[src/rtl/dma3d_pkg.sv]
package dma3d_pkg;

    typedef enum logic [1:0] {
        ST_IDLE  = 2'd0,
        ST_ARMED = 2'd1,
        ST_ISSUE = 2'd2
    } seq_state_e;

    localparam int SIDE_SRC = 0;
    localparam int SIDE_DST = 1;
    localparam int NUM_SIDES = 2;

endpackage

[src/rtl/dma3d_ctrl.sv]
module dma3d_ctrl
    import dma3d_pkg::*;
(
    input  logic       clk,
    input  logic       rst_n,
    input  logic       load_i,
    input  logic       sync_i,
    input  logic       unit_end_i,
    input  logic       blk_end_i,
    output logic       issue_o
);

    seq_state_e state_q, state_d;
    logic       held_q, held_d;

    // state register
    always_ff @(posedge clk or negedge rst_n) begin
        if (!rst_n) begin
            state_q <= ST_IDLE;
            held_q  <= 1'b0;
        end else begin
            state_q <= state_d;
            held_q  <= held_d;
        end
    end

    // next state and held-event logic
    always_comb begin
        state_d = state_q;
        held_d  = held_q;
        unique case (state_q)
            ST_IDLE: begin
                held_d = 1'b0;
            end
            ST_ARMED: begin
                if (sync_i || held_q) begin
                    state_d = ST_ISSUE;
                    held_d  = sync_i && held_q;
                end
            end
            ST_ISSUE: begin
                held_d = held_q || sync_i;
                if (blk_end_i) begin
                    state_d = ST_IDLE;
                    held_d  = 1'b0;
                end else if (unit_end_i) begin
                    state_d = ST_ARMED;
                end
            end
            default: begin
                state_d = ST_IDLE;
                held_d  = 1'b0;
            end
        endcase
        if (load_i) begin
            state_d = ST_ARMED;
            held_d  = 1'b0;
        end
    end

    // outputs
    always_comb begin
        issue_o = (state_q == ST_ISSUE);
    end

endmodule

[src/rtl/dma3d_cnt.sv]
module dma3d_cnt #(
    parameter int CW = 16
) (
    input  logic          clk,
    input  logic          rst_n,
    input  logic          load_i,
    input  logic [CW-1:0] bcnt_i,
    input  logic [CW-1:0] ccnt_i,
    input  logic [CW-1:0] rld_i,
    input  logic          ab_mode_i,
    input  logic          issue_i,
    output logic          frame_end_o,
    output logic          blk_end_o
);

    logic [CW-1:0] b_left_q, c_left_q, bcnt_q, rld_q;
    logic          b_last, c_last;

    always_comb begin
        b_last      = (b_left_q == CW'(1));
        c_last      = (c_left_q == CW'(1));
        frame_end_o = issue_i && b_last;
        blk_end_o   = issue_i && b_last && c_last;
    end

    always_ff @(posedge clk or negedge rst_n) begin
        if (!rst_n) begin
            b_left_q <= '0;
            c_left_q <= '0;
            bcnt_q   <= '0;
            rld_q    <= '0;
        end else if (load_i) begin
            b_left_q <= bcnt_i;
            c_left_q <= ccnt_i;
            bcnt_q   <= bcnt_i;
            rld_q    <= rld_i;
        end else if (issue_i) begin
            if (b_last) begin
                b_left_q <= ab_mode_i ? bcnt_q : rld_q;
                c_left_q <= c_left_q - CW'(1);
            end else begin
                b_left_q <= b_left_q - CW'(1);
            end
        end
    end

endmodule

[src/rtl/dma3d_agen.sv]
module dma3d_agen #(
    parameter int AW = 32,
    parameter int IW = 16
) (
    input  logic          clk,
    input  logic          rst_n,
    input  logic          load_i,
    input  logic [AW-1:0] start_i,
    input  logic [IW-1:0] aidx_i,
    input  logic [IW-1:0] fidx_i,
    input  logic          fixed_i,
    input  logic          ab_mode_i,
    input  logic          issue_i,
    input  logic          frame_end_i,
    output logic [AW-1:0] addr_o
);

    localparam int EXT = AW - IW;

    logic [AW-1:0] cur_q, fst_q;
    logic [IW-1:0] aidx_q, fidx_q;
    logic          fixed_q;
    logic [AW-1:0] step_a, step_f;

    always_comb begin
        step_a = {{EXT{aidx_q[IW-1]}}, aidx_q};
        step_f = {{EXT{fidx_q[IW-1]}}, fidx_q};
        addr_o = cur_q;
    end

    always_ff @(posedge clk or negedge rst_n) begin
        if (!rst_n) begin
            cur_q   <= '0;
            fst_q   <= '0;
            aidx_q  <= '0;
            fidx_q  <= '0;
            fixed_q <= 1'b0;
        end else if (load_i) begin
            cur_q   <= start_i;
            fst_q   <= start_i;
            aidx_q  <= aidx_i;
            fidx_q  <= fidx_i;
            fixed_q <= fixed_i;
        end else if (issue_i && !fixed_q) begin
            if (!frame_end_i) begin
                cur_q <= cur_q + step_a;
            end else if (ab_mode_i) begin
                cur_q <= fst_q + step_f;
                fst_q <= fst_q + step_f;
            end else begin
                cur_q <= cur_q + step_f;
            end
        end
    end

endmodule

[src/rtl/dma3d_addr_seq.sv]
module dma3d_addr_seq
    import dma3d_pkg::*;
#(
    parameter int AW  = 32,
    parameter int CW  = 16,
    parameter int IW  = 16,
    parameter int FWW = 3
) (
    input  logic            clk,
    input  logic            rst_n,
    input  logic            load_i,
    input  logic            ab_mode_i,
    input  logic            src_fifo_i,
    input  logic            dst_fifo_i,
    input  logic [FWW-1:0]  fifo_width_i,
    input  logic [AW-1:0]   src_i,
    input  logic [AW-1:0]   dst_i,
    input  logic [2*CW-1:0] cnt_i,
    input  logic [CW-1:0]   ccnt_i,
    input  logic [2*IW-1:0] aidx_i,
    input  logic [2*IW-1:0] fidx_i,
    input  logic [CW-1:0]   rld_i,
    input  logic            sync_i,
    output logic            req_valid_o,
    output logic [AW-1:0]   req_src_o,
    output logic [AW-1:0]   req_dst_o,
    output logic [CW-1:0]   req_len_o,
    output logic [FWW-1:0]  fifo_width_o,
    output logic            done_o
);

    logic [CW-1:0]  acnt_q;
    logic [FWW-1:0] fw_q;
    logic           ab_q;
    logic           issue, frame_end, blk_end, unit_end;

    logic [NUM_SIDES-1:0][AW-1:0] side_start;
    logic [NUM_SIDES-1:0][IW-1:0] side_aidx;
    logic [NUM_SIDES-1:0][IW-1:0] side_fidx;
    logic [NUM_SIDES-1:0]         side_fixed;
    logic [NUM_SIDES-1:0][AW-1:0] side_addr;

    always_ff @(posedge clk or negedge rst_n) begin
        if (!rst_n) begin
            acnt_q <= '0;
            fw_q   <= '0;
            ab_q   <= 1'b0;
        end else if (load_i) begin
            acnt_q <= cnt_i[CW-1:0];
            fw_q   <= fifo_width_i;
            ab_q   <= ab_mode_i;
        end
    end

    always_comb begin
        unit_end = ab_q ? frame_end : issue;
    end

    dma3d_ctrl u_ctrl (
        .clk        (clk),
        .rst_n      (rst_n),
        .load_i     (load_i),
        .sync_i     (sync_i),
        .unit_end_i (unit_end),
        .blk_end_i  (blk_end),
        .issue_o    (issue)
    );

    dma3d_cnt #(.CW(CW)) u_cnt (
        .clk         (clk),
        .rst_n       (rst_n),
        .load_i      (load_i),
        .bcnt_i      (cnt_i[2*CW-1:CW]),
        .ccnt_i      (ccnt_i),
        .rld_i       (rld_i),
        .ab_mode_i   (ab_q),
        .issue_i     (issue),
        .frame_end_o (frame_end),
        .blk_end_o   (blk_end)
    );

    always_comb begin
        side_start[SIDE_SRC] = src_i;
        side_start[SIDE_DST] = dst_i;
        side_fixed[SIDE_SRC] = src_fifo_i;
        side_fixed[SIDE_DST] = dst_fifo_i;
    end

    for (genvar s = 0; s < NUM_SIDES; s++) begin : g_side
        assign side_aidx[s] = aidx_i[s*IW +: IW];
        assign side_fidx[s] = fidx_i[s*IW +: IW];

        dma3d_agen #(.AW(AW), .IW(IW)) u_agen (
            .clk         (clk),
            .rst_n       (rst_n),
            .load_i      (load_i),
            .start_i     (side_start[s]),
            .aidx_i      (side_aidx[s]),
            .fidx_i      (side_fidx[s]),
            .fixed_i     (side_fixed[s]),
            .ab_mode_i   (ab_q),
            .issue_i     (issue),
            .frame_end_i (frame_end),
            .addr_o      (side_addr[s])
        );
    end

    always_comb begin
        req_valid_o  = issue;
        req_src_o    = side_addr[SIDE_SRC];
        req_dst_o    = side_addr[SIDE_DST];
        req_len_o    = acnt_q;
        fifo_width_o = fw_q;
        done_o       = blk_end;
    end

endmodule

[config.mk]
export PLATFORM = sky130hd
export DESIGN_NAME = dma3d_addr_seq
export DESIGN_NICKNAME = d
export VERILOG_FILES = /design/src/rtl/dma3d_pkg.sv /design/src/rtl/dma3d_ctrl.sv /design/src/rtl/dma3d_cnt.sv /design/src/rtl/dma3d_agen.sv /design/src/rtl/dma3d_addr_seq.sv
export SDC_FILE = /design/constraint.sdc
export NUM_CORES = 1
export LEC_CHECK = 0
export ABC_CLOCK_PERIOD_IN_PS = 4900
export BUFFER_PORTS_ARGS = -buffer_cell sky130_fd_sc_hd__buf_4
export CAP_MARGIN = 30
export CORE_ASPECT_RATIO = 1.2
export CORE_MARGIN = 5
export CORE_UTILIZATION = 50
export CTS_BUF_LIST = sky130_fd_sc_hd__clkbuf_16
export CTS_CLUSTER_DIAMETER = 100
export DETAILED_ROUTE_END_ITERATION = 8
export PLACE_DENSITY = 0.73
export SLEW_MARGIN = 20
export SYNTH_ARGS = -nofsm -noshare
export SYNTH_HDL_FRONTEND = slang
export SYNTH_SLANG_ARGS = --single-unit
export TNS_END_PERCENT = 100
[constraint.sdc]
create_clock -name clk -period 4.9 [get_ports clk]
set_input_delay 0.245 -clock clk [delete_from_list [all_inputs] [get_ports clk]]
set_output_delay 0.245 -clock clk [all_outputs]
set_load 0.02 [all_outputs]
# Yosys cells after proc, flatten, opt, wreduce, memory -nomap -nowiden
# Index checks and enable logic that the tools add are counted.
[word_totals]
n_memories = 0
ramBits = 0
latchBits = 0
reg_bits = 281
input_bits = 202
elab_cells = 86
romBits = 0
output_inout_bits = 85
[classes]
n_bitwise = 0
magnitude_cmp = 0
shifts = 0
reduce_logical = 19
add_sub_neg = 8
div_mod_pow = 0
mul = 0
n_eq_ne = 7
muxes = 33
[ops]
columns = ["cell", "count"]
rows = [
  ["$mux 32", 16],
  ["$add 32x32->32", 6],
  ["$mux 16", 7],
  ["$eq 16x1->1 const B", 2],
  ["$sub 16x1->16 const B", 2],
  ["$reduce_bool 2->1", 6],
  ["$reduce_and 3->1", 3],
  ["$mux 2", 4],
  ["$pmux 2 s3", 1],
  ["$logic_and 1x1->1", 5],
  ["$mux 1", 4],
  ["$ne 4x4->1 const B", 1],
  ["$ne 3x2->1 const B", 1],
  ["$eq 2x1->1 const B", 1],
  ["$eq 2x2->1 const B", 1],
  ["$logic_not 1->1", 2],
  ["$logic_not 2->1", 1],
  ["$ne 2x2->1 const B", 1],
  ["$pmux 1 s2", 1],
  ["$reduce_and 2->1", 1],
  ["$logic_or 1x1->1", 1],
]

# Logic depth before layout (Yosys ltp)
[logic_depth]
ltp_word = 7
depth_mapped = 13
ltp_nobuf = 13

# Hierarchy
# From an unflattened synthesis, not the netlist that was laid out.
[hier_totals]
cells_unflattened = 2818
area_unflattened_um2 = 24413.4
[modules_own_cells]
columns = ["module", "seq_area_each_um2", "cells_each", "n_inst", "area_per_inst_um2"]
rows = [
  ["dma3d_agen (g_side[1].u_agen)", 2427.3, 1217, 1, 9965.8],
  ["dma3d_agen (g_side[0].u_agen)", 2427.3, 1179, 1, 9843.2],
  ["dma3d_cnt", 1601.5, 355, 1, 3530.9],
  ["dma3d_addr_seq", 500.5, 43, 1, 834.6],
  ["dma3d_ctrl", 75.1, 24, 1, 239.0],
]

# Worst setup path before layout
# Ideal clock, no wire load.
[synth_timing]
path_kind = "reg-to-reg"
start = "register g_side[0].u_agen.fidx_q[15]"
end = "register g_side[0].u_agen.cur_q[31]"
path_buffers = 0
required_ps = 4813
synth_period_minus_slack_ps = 3527
setup_time_ps = 87
stages_incl_launch_ff = 13
t_arrival_ps = 3440
path_slack_ps = 1373
cell_sequence = "dfrtp_1 -> ha_1 -> a21o_1 -> o21bai_1 -> or3_1 -> nor3_1 -> o31a_1 -> nor3_1 -> a21oi_1 -> and4b_1 -> a311o_1 -> a31o_2 -> o211ai_1"
[synth_between]
elab_chain_cells = 5
elab_cells_between_ends = 6
cone_classes = "2 x add/sub; 4 x mux"
[synth_rtl]
columns = ["element", "line", "source"]
rows = [
  ["start: declaration", "dma3d_agen.sv:21", "logic [IW-1:0] aidx_q, fidx_q;"],
  ["start signal: assignment", "dma3d_agen.sv:42", "fidx_q <= fidx_i;"],
  ["$add 32x32->32, on equally long branches", "dma3d_agen.sv:51, dma3d_agen.sv:48", ""],
  ["$mux 32 (*)", "dma3d_agen.sv:47", "end else if (ab_mode_i) begin"],
  ["$mux 32 (*)", "dma3d_agen.sv:45", "if (!frame_end_i) begin"],
  ["$mux 32 (*)", "dma3d_agen.sv:44", "end else if (issue_i && !fixed_q) begin"],
  ["$mux 32 (*)", "dma3d_agen.sv:38", "end else if (load_i) begin"],
  ["end signal: assignment", "dma3d_agen.sv:39", "cur_q <= start_i;"],
  ["end signal: assignment", "dma3d_agen.sv:46", "cur_q <= cur_q + step_a;"],
  ["end signal: assignment", "dma3d_agen.sv:48", "cur_q <= fst_q + step_f;"],
  ["end: declaration", "dma3d_agen.sv:20", "logic [AW-1:0] cur_q, fst_q;"],
]
# Mark *: on every way between the ends. The rest lies on a longest branch, timed or not. The select of a mux whose other input is x is not followed.
# A chain may end at the register's enable or synchronous reset.

# Worst setup path in the final report
[layout_timing]
start = "register g_side[0].u_agen.cur_q[0]"
end = "register g_side[0].u_agen.cur_q[24]"
[layout_between]
elab_chain_cells = 5
elab_cells_between_ends = 6
cone_classes = "2 x add/sub; 4 x mux"
[layout_rtl]
columns = ["element", "line", "source"]
rows = [
  ["$add 32x32->32", "dma3d_agen.sv:51", "cur_q <= cur_q + step_f;"],
  ["$mux 32", "dma3d_agen.sv:47", ""],
  ["$mux 32 (*)", "dma3d_agen.sv:45", ""],
  ["$mux 32 (*)", "dma3d_agen.sv:44", ""],
  ["$mux 32 (*)", "dma3d_agen.sv:38", ""],
]
# Marks and branches as above.

==> impl_metrics.env <==
export IMPL_r2r_start="g_side[0].u_agen.addr_o[0]"
export IMPL_power_per_cell_area_nw_per_um2=509
export IMPL_status="finished, final reports clean"
export IMPL_max_slew_worst_pin_slew_ns=0.967
export IMPL_clk_pin_slew_ns=0.07
export IMPL_timing_setup_tns_ns=0
export IMPL_grtUsageMet1_pct=36.3
export IMPL_num_rows=85
export IMPL_fmax_ghz=0.228
export IMPL_p_clk_share_pct=19.7
export IMPL_ant_nets=0
export IMPL_setup_viol=0
export IMPL_grt_max_degree=166
export IMPL_synth_area_per_cell_um2=8.54
export IMPL_cp_max_fo=5
export IMPL_p_comb_share_pct=56.4
export IMPL_ys_async_sr_fraction_pct=100
export IMPL_numClockSinks=281
export IMPL_grt_use_met2_pct=49.1
export IMPL_hold_class="input port to flop"
export IMPL_cpPeakStageDelay_ns=0.64
export IMPL_routed_wl_mm=74.0
export IMPL_cts_made_buffers=34
export IMPL_period_needed_ns=4.39
export IMPL_final_common_cell="buf_4"
export IMPL_gp_congestion=0.977
export IMPL_syn_inst=2625
export IMPL_path_cells="ha_1, fa_1, a21oi_1, o21ai_0, o211ai_1, a31oi_1, o31ai_1, o21ai_0, a311oi_1, xnor2_1, a221oi_1, o221ai_1, o21a_1"
export IMPL_synth_seq_area_share_pct=31.3
export IMPL_worstPathArrival_ns=4.81
export IMPL_p_switching_mw=6.23
export IMPL_post_cts_setup_buffers=0
export IMPL_syn_nets=3027
export IMPL_grt_pass1_vias=21900
export IMPL_drt_initial_drc_count=1471
export IMPL_top_usage_layer="met2"
export IMPL_clockBufferDepth=3
export IMPL_area_growth_pct=23.8
export IMPL_skew_ns=0.0174
export IMPL_fin_util_pct=62.2
export IMPL_cts_resized=0
export IMPL_seqPwrFrac_pct=23.9
export IMPL_cts_root_buf="clkbuf_16"
export IMPL_ioPinCount=287
export IMPL_num_vias=21800
export IMPL_start_util_pct=50.2
export IMPL_final_cell_mix="buf_4, dfrtp_1, nand2_1"
export IMPL_worstPathRequired_ns=5.32
export IMPL_hpwl_mm=53.2
export IMPL_overflow=0
export IMPL_sw_frac_of_total_pct=44.1
export IMPL_synth_edff_count=0
export IMPL_fill_cells=3730
export IMPL_yosysUniqueCellTypes=76
export IMPL_grt_antenna_before_repair=4
export IMPL_clock_latency_ns=0.53
export IMPL_finalHoldViolCount=0
export IMPL_drv_cap=0
export IMPL_nets=3400
export IMPL_endpoint_kind="flop"
export IMPL_avgViaCountPerCell=6.07
export IMPL_ys_flop_type="dfrtp_1"
export IMPL_cts_hold_buf=140
export IMPL_slew_headroom_pct=35.5
export IMPL_min_from="dst_i[0]"
export IMPL_yosysWarnings=0
export IMPL_finalMaxSlewViolations=0
export IMPL_ys_seq_elements=281
export IMPL_fin_crit_sh_pct=89.6
export IMPL_p_int_mw=7.92
export IMPL_crit_path_frequent_cell="o21ai_0"
export IMPL_core_region_area_um2=44700
export IMPL_met3_usage_pct=4.79
export IMPL_drive_gt1_share_pct=16.8
export IMPL_start_kind="flop"
export IMPL_cp_startpoint="g_side[0].u_agen.addr_o[0]"
export IMPL_fp_dieH_um=242
export IMPL_rsz0062_at_grt="no"
export IMPL_first_pass_iters=5
export IMPL_worst_setup_path_type="flop to flop"
export IMPL_dieArea_um2=49200
export IMPL_htree_levels=2
export IMPL_netlist_area_um2=22400
export IMPL_p_leak_nw=12.6
export IMPL_io_buffers=286
export IMPL_die_width_um=203
export IMPL_cts_tree="done"
export IMPL_grt_pass1_wl_mm=117
export IMPL_vdd_drop_max_v=0.000318
export IMPL_worst_path_max_delay_cell="o31ai_1"
export IMPL_grt_usage_pct=28.9
export IMPL_wl_per_cell_um=20.6
export IMPL_drcViolationCount=0
critical path: cells and delay by family, from the launching register on:
kind / cells / cell delay, ns
flops: 1 / 0.41
compound gates: 10 / 3.09
xor+xnor: 1 / 0.11
fa+ha+maj: 2 / 0.68
power by group through the flow:
stage	Clock (mW)	Sequential [mW]	Combinational (mW)
after CTS	2.84	3.37	7.89
final	2.79	3.38	7.99
after detailed placement	0	3.41	7.73
after global placement	0	3.39	7.55
after global routing	2.92	3.43	8.78
after floorplan	0	3.45	5.55
metrics by stage:
stage	instances	area [um2]	hold WS (ns)	total power [mW]	worst slack (ns)
floorplan	2625	22400	-0.0506	9.00	1.37
CTS	3588	27800	0.00229	14.1	0.566
global placement	3386	25200	0.361	10.9	0.622
detailed placement	3386	25200	0.368	11.1	0.605
global route	3591	27800	0.0334	15.1	0.170
finish	3591	27800	0.0257	14.2	0.511
area by class of cell:
class,count,area (um2),area share [%]
inverter,61,229,0.824
multi-input combinational,2161,14800,53.1
clock inverter,25,288,1.04
tap,565,707,2.54
sequential,281,7040,25.3
clock buffer,37,926,3.33
timing repair buffer,459,3840,13.8
antenna,2,5.00,0.0180
kinds of logic (layout without fill, tap and decap cells):
family                     count (synthesis)  after routing  synth area share [%]
buffers and inverters                    183            582                  3.08
xor gates and xnor gates                 192            192                  7.50
adders and majority gates                200            200                  11.4
AOI/OAI and AO/OA                        931            931                  25.9
DFF                                      281            281                  31.3
other                                      0              2                     0
and+or+nand+nor                          702            702                  14.2
muxes                                    136            136                  6.63
synthesized netlist by cell type (all sizes together) (33+ instances only):
master  instances  area [um2]
dfrtp         281        7030
o211ai         33         248
nor3           36         180
o21ai         253        1270
nand3          33         165
ha            194        2430
a21oi         258        1290
nor2          218         823
mux2          100        1130
a211oi         52         390
a21o          106         796
a31oi          34         213
clkbuf        110         413
xnor2         110         963
xor2           82         718
mux2i          36         360
inv            60         225
nand2         265         995
state kept, by name (all words and copies together), names as in the netlist:
name and cells:
req_len_o 16, u_cnt.c_left_q 16, g_side.u_agen.fixed_q 2, g_side.u_agen.fst_q 64, u_cnt.rld_q 16, u_ctrl.state_q 2
g_side.u_agen.fidx_q 32, g_side.u_agen.addr_o 64, g_side.u_agen.aidx_q 32, ab_q 1, fifo_width_o 3, u_cnt.b_left_q 16
u_cnt.bcnt_q 16, u_ctrl.held_q 1
routing by layer:
layer | part of all wire, % | up-vias
met5 | 0.027 | -
met4 | 4.7 | 2
met2 | 48 | 823
met1 | 41 | 10400
li1 | - | 10400
met3 | 6.3 | 201
worst paths after layout:
path,cells after the start,slack [ns],to
worst max-delay path,13,0.51,g_side[0].u_agen.addr_o[24]
worst min-delay path,3,0.03,g_side[1].u_agen.addr_o[0]
worst max register to register,13,0.51,g_side[0].u_agen.addr_o[24]
worst min register to register,2,0.48,g_side[0].u_agen.fst_q[7]
max in group asynchronous,3,3.33,g_side[0].u_agen.addr_o[1]
min in group asynchronous,2,0.37,fifo_width_o[1]
Note: power is estimated with default switching activity, not from simulation.
